File: src/rtl/vfseq_pkg.sv
package vfseq_pkg;
  localparam int LVL_W   = 2;
  localparam int VCODE_W = 8;
  localparam int VBASE   = 160;  // lowest level, 4 mV units
  localparam int VSTEP   = 30;   // distance between adjacent levels

  typedef logic [LVL_W-1:0]   level_t;
  typedef logic [VCODE_W-1:0] vcode_t;

  typedef enum logic [1:0] {ST_IDLE, ST_UP, ST_DOWN} seqState_t;

  // Strobes from control to datapath
  typedef struct packed {
    logic   loadGoal;
    level_t goalLvl;
    logic   stepV;
    logic   setClk;
    level_t clkLvl;
    logic   cntOvh;
  } dpCmd_t;

  function automatic vcode_t lvlCode(input level_t l);
    return vcode_t'(VBASE + VSTEP * int'(l));
  endfunction
endpackage

File: src/rtl/vfseq_ctrl.sv
module vfseq_ctrl
  import vfseq_pkg::*;
#(
  parameter int TICKS_PER_STEP = 4
) (
  input  logic   clk,
  input  logic   rstN,
  input  logic   reqValid,
  input  level_t reqLevel,
  input  level_t clkLvlNow,
  input  logic   atGoal,
  output dpCmd_t cmd,
  output logic   busy
);
  localparam int TICK_W = $clog2(TICKS_PER_STEP + 1);
  localparam logic [TICK_W-1:0] TICK_LAST = TICK_W'(TICKS_PER_STEP - 1);

  seqState_t stateQ, stateD;
  logic [TICK_W-1:0] tickQ, tickD;
  logic   pendValidQ, pendValidD;
  level_t pendLvlQ, pendLvlD;
  level_t goalLvlQ, goalLvlD;
  logic   haveReq;
  level_t effLvl;

  always_comb begin
    haveReq    = reqValid | pendValidQ;
    effLvl     = reqValid ? reqLevel : pendLvlQ;
    cmd        = '0;
    stateD     = stateQ;
    tickD      = tickQ;
    pendValidD = pendValidQ;
    pendLvlD   = pendLvlQ;
    goalLvlD   = goalLvlQ;
    case (stateQ)
      ST_IDLE: begin
        tickD = '0;
        if (haveReq) begin
          pendValidD = 1'b0;
          if (effLvl > clkLvlNow) begin
            cmd.loadGoal = 1'b1;
            cmd.goalLvl  = effLvl;
            goalLvlD     = effLvl;
            stateD       = ST_UP;
          end else if (effLvl < clkLvlNow) begin
            cmd.loadGoal = 1'b1;
            cmd.goalLvl  = effLvl;
            cmd.setClk   = 1'b1;
            cmd.clkLvl   = effLvl;
            goalLvlD     = effLvl;
            stateD       = ST_DOWN;
          end
        end
      end
      ST_UP, ST_DOWN: begin
        if (reqValid) begin
          pendValidD = 1'b1;
          pendLvlD   = reqLevel;
        end
        if (atGoal) begin
          stateD = ST_IDLE;
          tickD  = '0;
          if (stateQ == ST_UP) begin
            cmd.setClk = 1'b1;
            cmd.clkLvl = goalLvlQ;
          end
        end else begin
          cmd.cntOvh = (stateQ == ST_DOWN);
          if (tickQ == TICK_LAST) begin
            cmd.stepV = 1'b1;
            tickD     = '0;
          end else begin
            tickD = tickQ + 1'b1;
          end
        end
      end
      default: stateD = ST_IDLE;
    endcase
  end

  always_ff @(posedge clk) begin
    if (!rstN) begin
      stateQ     <= ST_IDLE;
      tickQ      <= '0;
      pendValidQ <= 1'b0;
      pendLvlQ   <= '0;
      goalLvlQ   <= level_t'(2**LVL_W - 1);
    end else begin
      stateQ     <= stateD;
      tickQ      <= tickD;
      pendValidQ <= pendValidD;
      pendLvlQ   <= pendLvlD;
      goalLvlQ   <= goalLvlD;
    end
  end

  assign busy = (stateQ != ST_IDLE);

  AST_TICK_RANGE: assert property (@(posedge clk) disable iff (!rstN)
    tickQ <= TICK_LAST);
  AST_PEND_ONLY_BUSY: assert property (@(posedge clk) disable iff (!rstN)
    $rose(pendValidQ) |-> $past(stateQ) != ST_IDLE);
  AST_UP_HOLDS_CLK: assert property (@(posedge clk) disable iff (!rstN)
    (stateQ == ST_UP && $past(stateQ) == ST_UP) |-> $stable(clkLvlNow));
endmodule

File: src/rtl/vfseq_dp.sv
module vfseq_dp
  import vfseq_pkg::*;
#(
  parameter int OVH_W = 32
) (
  input  logic             clk,
  input  logic             rstN,
  input  dpCmd_t           cmd,
  output vcode_t           vTarget,
  output level_t           clkSel,
  output logic [OVH_W-1:0] ovhCount,
  output logic             atGoal
);
  localparam level_t LVL_TOP = level_t'(2**LVL_W - 1);

  vcode_t vTargetQ, goalCodeQ;
  level_t clkSelQ;
  logic [OVH_W-1:0] ovhQ;

  always_ff @(posedge clk) begin
    if (!rstN) begin
      vTargetQ  <= lvlCode(LVL_TOP);
      goalCodeQ <= lvlCode(LVL_TOP);
      clkSelQ   <= LVL_TOP;
      ovhQ      <= '0;
    end else begin
      if (cmd.loadGoal) goalCodeQ <= lvlCode(cmd.goalLvl);
      if (cmd.setClk)   clkSelQ   <= cmd.clkLvl;
      if (cmd.cntOvh)   ovhQ      <= ovhQ + 1'b1;
      if (cmd.stepV) begin
        if (vTargetQ < goalCodeQ) vTargetQ <= vTargetQ + 1'b1;
        else                      vTargetQ <= vTargetQ - 1'b1;
      end
    end
  end

  assign atGoal   = (vTargetQ == goalCodeQ);
  assign vTarget  = vTargetQ;
  assign clkSel   = clkSelQ;
  assign ovhCount = ovhQ;

  AST_CLK_UP_AFTER_V: assert property (@(posedge clk) disable iff (!rstN)
    (clkSelQ > $past(clkSelQ)) |-> vTargetQ == lvlCode(clkSelQ));
  AST_CLK_DOWN_FIRST: assert property (@(posedge clk) disable iff (!rstN)
    (clkSelQ < $past(clkSelQ)) |-> vTargetQ == lvlCode($past(clkSelQ)));
  AST_V_SLEW: assert property (@(posedge clk) disable iff (!rstN)
    (vTargetQ == $past(vTargetQ)) || (vTargetQ == $past(vTargetQ) + 1'b1) ||
    (vTargetQ == $past(vTargetQ) - 1'b1));
  AST_V_BOUNDS: assert property (@(posedge clk) disable iff (!rstN)
    vTargetQ >= lvlCode('0) && vTargetQ <= lvlCode(LVL_TOP));
  AST_OVH_ONLY_ABOVE: assert property (@(posedge clk) disable iff (!rstN)
    (ovhQ != $past(ovhQ)) |-> $past(vTargetQ) > lvlCode($past(clkSelQ)));
endmodule

File: src/rtl/vf_step_sequencer.sv
module vf_step_sequencer
  import vfseq_pkg::*;
#(
  parameter int TICKS_PER_STEP = 4,
  parameter int OVH_W          = 32
) (
  input  logic               clk,
  input  logic               rstN,
  input  logic               reqValid,
  input  logic [LVL_W-1:0]   reqLevel,
  output logic [VCODE_W-1:0] vTarget,
  output logic [LVL_W-1:0]   clkSel,
  output logic               busy,
  output logic               settled,
  output logic [OVH_W-1:0]   ovhCount
);
  dpCmd_t cmd;
  logic   atGoal;

  vfseq_ctrl #(.TICKS_PER_STEP(TICKS_PER_STEP)) u_ctrl (
    .clk(clk), .rstN(rstN), .reqValid(reqValid), .reqLevel(reqLevel),
    .clkLvlNow(clkSel), .atGoal(atGoal), .cmd(cmd), .busy(busy)
  );

  vfseq_dp #(.OVH_W(OVH_W)) u_dp (
    .clk(clk), .rstN(rstN), .cmd(cmd), .vTarget(vTarget),
    .clkSel(clkSel), .ovhCount(ovhCount), .atGoal(atGoal)
  );

  assign settled = ~busy;

  AST_SETTLED_ALIGNED: assert property (@(posedge clk) disable iff (!rstN)
    settled |-> vTarget == lvlCode(clkSel));
endmodule

File: config.mk
export PLATFORM = sky130hd
export DESIGN_NAME = vf_step_sequencer
export DESIGN_NICKNAME = d
export VERILOG_FILES = /design/src/rtl/vfseq_pkg.sv /design/src/rtl/vfseq_ctrl.sv /design/src/rtl/vfseq_dp.sv /design/src/rtl/vf_step_sequencer.sv
export SDC_FILE = /design/constraint.sdc
export NUM_CORES = 1
export LEC_CHECK = 0
export BUFFER_PORTS_ARGS = -buffer_cell sky130_fd_sc_hd__buf_2
export CAP_MARGIN = 20
export CORE_ASPECT_RATIO = 1.75
export CORE_MARGIN = 3
export CORE_UTILIZATION = 35
export DETAILED_ROUTE_END_ITERATION = 10
export PLACE_DENSITY_LB_ADDON = 0.25
export SLEW_MARGIN = 20
export SYNTH_ARGS = -nofsm -noshare
export SYNTH_HDL_FRONTEND = slang
export SYNTH_SLANG_ARGS = --single-unit
File: constraint.sdc
create_clock -name clk -period 2.6 [get_ports clk]
set_input_delay 0.52 -clock clk [delete_from_list [all_inputs] [get_ports clk]]
set_output_delay 0.52 -clock clk [all_outputs]
set_load 0.05 [all_outputs]
==> flow_summary.yaml, run 1 <==
status:
  run_status: "finished, violations left"
  violations: "negative setup slack"
sta:
  worst_pin_slew_ns: 0.460
  setup_violations: 1
  relSlewSlack_pct: 69.0
  layout_setup_ws_ns: -0.0568
  slew_viol_final: 0
  rsz0062_at_grt: "true"
  fin_crit_ns: 2.66
  period_share_pct: 102
  final_hold_viol_count: 0
  fmax_ghz: 0.376
  skew_ns: 0.00493
hold_path:
  hold_class: "register to register"
global_routing:
  grt_pass1_vias: 2790
  grt_pass1_wl_um: 12600
  grt.overflow.total: 0
  grt_antenna_before_repair: 0
  grt_max_degree: 22
  grtUsageTotal_pct: 15.6
logic_synthesis:
  ys.flop_type: "dfxtp_1"
  avgSynthCellArea_um2: 8.40
  synth_xor_area_share_pct: 5.92
  synthCells: 370
  synth_top_family_by_area: "simple AND/OR/NAND/NOR gates"
  synth_mux_area_share_pct: 1.65
  synth_compound_area_share_pct: 17.1
  yosys.area_share.simple_pct: 22.3
  async_flop_share_pct: 0
  ys_types: 54
  seq_area_frac_synth_pct: 37.4
  postSynthNetCount: 400
  yosysWarnings: 0
  ys_seq_elements: 58
  synth_area_um2: 3110
  yosys.area_share.adder_pct: 10.3
  synth-edff-count: 0
drt:
  drc_errors: 0
  met2WireLength_um: 4240
  vias: 2892
  postRouteAntennaNets: 0
  viasPerCell: 5.11
  drtIter0Drc: 81
  wire_per_inst_um: 13.5
  drtPass1Iterations: 4
  met1Wirelength_um: 3030
  route.top_layer_used: "met4"
  wl_um: 7640
  wl_met3_um: 223
floorplanning:
  std_cell_rows: 44
  ioPinCount: 49
  die_w_um: 77.2
  dieArea_um2: 10100
  start_util_pct: 36.7
  die_y_um: 131
  core-area_um2: 8480
critical_path:
  rr_startpoint: "u_dp.vTarget[5]"
  worst_setup_path_start_kind: "register"
  end_kind: "register"
  worstSetupPathType: "register to register"
  path_depth: 10
  rr_worst_depth: 10
  rr_endpoint: "u_dp.vTarget[7]"
  r2r_setup_slack_ns: -0.06
  crit_path_cell_trace: "ha_4 > a211oi_4 > o21bai_1 > or2_4 > ha_4 > a21o_1 > a41oi_2 > a31oi_2 > mux2i_1 > mux2_2"
  path_buf_inv: 0
  cpMostUsedCell: "ha_4"
  path_delay_family: "compound AO/OA/AOI/OAI gates"
  cp_max_fo: 7
  cp.required_ns: 2.80
  cp_slowest_stage_delay_ns: 0.35
  cp_data_arrival_time_ns: 2.86
  cp-endpoint: "u_dp.vTarget[7]"
  cpMaxStageDelayCell: "dfxtp_4"
  crit_path_start: "u_dp.vTarget[5]"
place:
  post-place-ws_ns: -0.0990
  io_buffers: 48
  routabilityCongestion: 0.777
  dp_hpwl_um: 5780
layout:
  antenna_cells: 0
  layout-drive-gt1-share_pct: 28.2
  fill_cells: 869
  post-route-util_pct: 47.9
  num-nets-final: 476
  area_growth_pct: 30.8
pwr:
  peakVddDrop_mv: 0.432
  power_density_nw_per_um2: 1030
  p_leak_nw: 1.68
clock_network:
  cts.sinks: 58
  tritoncts: "done"
  cts-buffers-inserted: 9
  htree_num_levels: 3
  clk_pin_slew_worst_paths_ns: 0.05
  clockBufferDepth: 2
  cts-root-buf: "clkbuf_16"
  insertion_delay_ns: 0.32
job:
  cap_violations: 0
-- sequential cells by signal (all words and copies together) (netlist names) --
name and flops:
u_ctrl.pendLvlQ 2, u_ctrl.stateQ 2, u_dp.clkSel 2, u_ctrl.pendValidQ 1
u_dp.ovhCount 32, u_ctrl.goalLvlQ 2, u_dp.vTarget 8, u_dp.goalCodeQ 6
u_ctrl.tickQ 3
-- cell type report --
class                      instances  area, µm²  area share, %
sequential                        58       1190           29.2
clock inverter                     3       15.0          0.369
clock buffer                      13        250           6.16
inverter                          23       86.3           2.12
tap                              115        144           3.54
multi-input combinational        275       1910           47.0
timing repair buffer              79        473           11.6
-- synth_stat cells, types with 9 or more instances --
cell       n  share of area (%)
nor2_1    33                4.0
nand2_1   33                4.0
inv_1     22                2.7
ha_1      24                9.7
or3_1     16                3.2
a21oi_1   28                4.5
clkbuf_1  10                1.2
xnor2_1   17                4.8
dfxtp_1   58                 37
o21ai_0   31                5.0
nand3_1    9                1.4
-- cells by family after synthesis --
group                    after synthesis
buffers and inverters                 37
adder cells (fa/ha/maj)               25
flip-flops                            58
multiplexers                           5
AO/OA/AOI/OAI                         89
XOR/XNOR                              21
AND/OR/NAND/NOR                      135
-- layout by cell type (no fill, tap or decap), types with 3 or more instances in the layout --
cell        n
buf_2      48
nand2_1    33
ha_1       17
clkinv_2    3
o211ai_1    7
clkbuf_1    3
dfxtp_4     6
mux2i_1     4
nor4_1      7
buf_4      31
inv_1      20
a21oi_1    25
clkbuf_16   9
o21ai_0    29
xnor2_1    17
a21oi_2     3
dfxtp_1    49
a21o_1      3
nand4_1     7
xor2_1      4
nor2_1     33
ha_4        7
nand2b_1    4
dfxtp_2     3
nor3_1      7
nand3_1     9
or3_1      16
-- power by group --
| group | switching [mW] | internal (mW) |
|---|---|---|
| Sequential | 0.0630 | 0.982 |
| Clock | 0.371 | 0.664 |
| Combinational | 1.13 | 0.988 |
-- layer usage --
layer,global-route usage [%],up-vias
met5,0,-
met4,7.65,0
met3,3.91,9
met2,29.6,45
met1,15.7,1365
li1,-,1473
-- worst min-delay path by stage --
stage,depth (start not counted),from,end
6_report,1,u_ctrl.tickQ[2],u_ctrl.tickQ[2]
5_1_grt,1,u_ctrl.tickQ[2],u_ctrl.tickQ[2]
4_1_cts,1,u_ctrl.tickQ[2],u_ctrl.tickQ[2]
3_5_place_dp,1,u_ctrl.tickQ[2],u_ctrl.tickQ[2]
3_3_place_gp,1,u_ctrl.tickQ[2],u_ctrl.tickQ[2]
2_1_floorplan,1,u_ctrl.tickQ[2],u_ctrl.tickQ[2]
-- metrics by stage --
step | total power [mW] | hold WS (ns) | area, µm² | TNS, ns | std cells
floorplan | 2.39 | 0.430 | 3200 | 0 | 370
global placement | 2.88 | 0.435 | 3690 | 0 | 543
detailed placement | 2.94 | 0.446 | 3690 | -0.0990 | 543
CTS | 4.13 | 0.452 | 4010 | -0.0463 | 566
global route | 4.51 | 0.478 | 4060 | -0.158 | 566
finish | 4.19 | 0.450 | 4060 | -0.0568 | 566
-- what timing repair did --
action                                  in CTS  in global routing
endpoints found under the hold margin        0                  0
hold buffers                                 0                  0
gates resized for setup                      3                  9
pin swaps                                    9                  5
buffers inserted                             7                  0
endpoints found under the setup margin       2                  2
(Power assumes the default switching activity.)
==> run 2, diff against run 1 <==
--- a/config.mk
+++ b/config.mk
@@ -6,12 +6,12 @@
 export NUM_CORES = 1
 export LEC_CHECK = 0
 export BUFFER_PORTS_ARGS = -buffer_cell sky130_fd_sc_hd__buf_2
-export CAP_MARGIN = 20
+export CAP_MARGIN = 10
 export CORE_ASPECT_RATIO = 1.75
 export CORE_MARGIN = 3
 export CORE_UTILIZATION = 35
 export DETAILED_ROUTE_END_ITERATION = 10
-export PLACE_DENSITY_LB_ADDON = 0.25
+export PLACE_DENSITY = 0.58
 export SLEW_MARGIN = 20
 export SYNTH_ARGS = -nofsm -noshare
 export SYNTH_HDL_FRONTEND = slang
==> run 2 against run 1 <==
Against the previous run: sequential power hardly changed; largest power group unchanged; the run now ends clean; power increased by 1.7%; first-iteration DRC count up 15%; critical path depth unchanged; clock power rose by 18%; clock skew is 0.0020 ns higher; final area grew 0.46%.
==> flow_summary.yaml, run 2 (synthesis gave the netlist of run 1 again) <==
sta:
  layout_setup_ws_ns: 0.0126
  worst_pin_slew_ns: 0.676
  period_share_pct: 99.5
  whs_ns: 0.452
  finalSetupTns_ns: 0
  final_hold_viol_count: 0
  slew_viol_final: 0
  skew_ns: 0.00696
  relSlewSlack_pct: 54.5
  fin_crit_ns: 2.59
  fmax_ghz: 0.386
  setup_violations: 0
  rsz0062_at_grt: "true"
place:
  dp.cells: 542
  placed_area_um2: 3690
  io_buffers: 48
  dp_hpwl_um: 5710
  routabilityCongestion: 0.745
  post-place-ws_ns: -0.0525
status:
  run_status: "complete, no violations"
job:
  cap_violations: 0
critical_path:
  rr_startpoint: "u_dp.vTarget[7]"
  cpMaxStageDelayCell: "dfxtp_4"
  worst_setup_path_start_kind: "register"
  rr_worst_depth: 10
  cp_data_arrival_time_ns: 2.79
  cp_max_fo: 7
  worstSetupPathType: "register to register"
  end_kind: "register"
  cp_slowest_stage_delay_ns: 0.35
  cp.required_ns: 2.81
  r2r_setup_slack_ns: 0.01
  crit_path_cell_trace: "ha_1 > nand4_1 > a21oi_2 > or2_4 > ha_4 > a21o_1 > a41oi_2 > a31oi_1 > mux2i_1 > mux2_2"
  rr_endpoint: "u_dp.vTarget[7]"
layout:
  area_growth_pct: 31.4
  layout-drive-gt1-share_pct: 27.4
  final_common_cell: "dfxtp_1"
  fill_cells: 840
  finalNonFillerCells: 564
  num-nets-final: 474
  post-route-util_pct: 48.2
  antenna_cells: 0
  design_area_um2: 4080
  layout_common_cells: "dfxtp_1 (50), buf_2 (48), nand2_1 (33), nor2_1 (33), o21ai_0 (29)"
  largest_reg_flops: 32
clock_network:
  insertion_delay_ns: 0.33
  cts-buffers-inserted: 9
  tritoncts: "done"
  clk_pin_slew_worst_paths_ns: 0.05
  cts.sinks: 58
  clockBufferDepth: 2
  cts-root-buf: "clkbuf_16"
  htree_num_levels: 3
global_routing:
  grt.overflow.total: 0
  grtUsageTotal_pct: 16.0
  grt_max_degree: 20
  grt_pass1_wl_um: 12800
  grt_antenna_before_repair: 0
  grt_pass1_vias: 2872
drt:
  drtPass1Iterations: 4
  postRouteAntennaNets: 0
  drc_errors: 0
  viasPerCell: 5.07
  wire_per_inst_um: 13.3
  vias: 2862
  drtIter0Drc: 93
  wl_um: 7480
pwr:
  peakVddDrop_mv: 0.507
  p_leak_nw: 1.70
  total_power_mw: 4.27
  power_density_nw_per_um2: 1040
floorplanning:
  die_w_um: 77.2
  start_util_pct: 36.7
  dieArea_um2: 10100
  std_cell_rows: 44
  ioPinCount: 49
  die_y_um: 131
  core-area_um2: 8480
hold_path:
  holdPathStages: 1
  min_from: "u_ctrl.tickQ[2]"
  whs_endpoint: "u_ctrl.tickQ[2]"
  hold_class: "register to register"
-- run 2: cell types whose count changed in the layout (fill, tap and decap cells not counted), moves of 2 or more --
cell	before	now
buf_4	31	28
clkinv_2	3	0
ha_1	17	19
ha_4	7	5
-- run 2: critical path: cells and delay by family (launching register included) --
family / cells / cell delay [ns]
simple gates: 2 / 0.48
compound gates: 4 / 0.48
fa+ha+maj: 2 / 0.58
mux: 2 / 0.57
flops: 1 / 0.35
-- run 2: how the worst max path moves through the flow --
stage	startpoint	endpoint	slack, ns	depth (start not counted)
2_1_floorplan	u_dp.vTarget[4]	u_dp.vTarget[7]	0.006	10
4_1_cts	u_dp.goalCodeQ[5]	u_dp.vTarget[6]	-0.009	11
5_1_grt	u_dp.vTarget[5]	u_dp.vTarget[7]	-0.15	10
6_report	u_dp.vTarget[7]	u_dp.vTarget[7]	0.01	10
3_5_place_dp	u_dp.goalCodeQ[5]	u_dp.vTarget[7]	-0.05	11
3_3_place_gp	u_dp.goalCodeQ[5]	u_dp.vTarget[7]	0.005	11
-- run 2: timing repair --
action / CTS / global route
resized for setup: 2 / 6
endpoints found under the setup margin: 2 / 5
hold buffers: 0 / 0
pin swaps: 5 / 6
setup buffers: 5 / 2
-- run 2: report_power, final --
| group | switching [mW] | internal (mW) | total, mW |
|---|---|---|---|
| Sequential | 0.0611 | 0.980 | 1.04 |
| Combinational | 1.08 | 0.913 | 1.99 |
| Clock | 0.383 | 0.852 | 1.23 |
| Total | 1.52 | 2.75 | 4.27 |
-- run 2: area by class of cell --
cell class                      instances  area [µm²]  area share (%)
Inverter                               23        86.3            2.11
Clock inverter                          1        30.0           0.736
Multi-Input combinational cell        275        1880            46.0
Clock buffer                           15         289            7.08
Timing Repair Buffer                   77         470            11.5
Tap cell                              115         144            3.52
Sequential cell                        58        1190            29.1
-- run 2: per-layer routing --
metal | global-route usage, % | vias to the layer above | routed length (µm)
met1 | 15.8 | 1325 | 3000
met3 | 3.50 | 19 | 221
met5 | 0 | - | 0
met4 | 9.54 | 0 | 229
li1 | - | 1466 | -
met2 | 30.1 | 52 | 4030
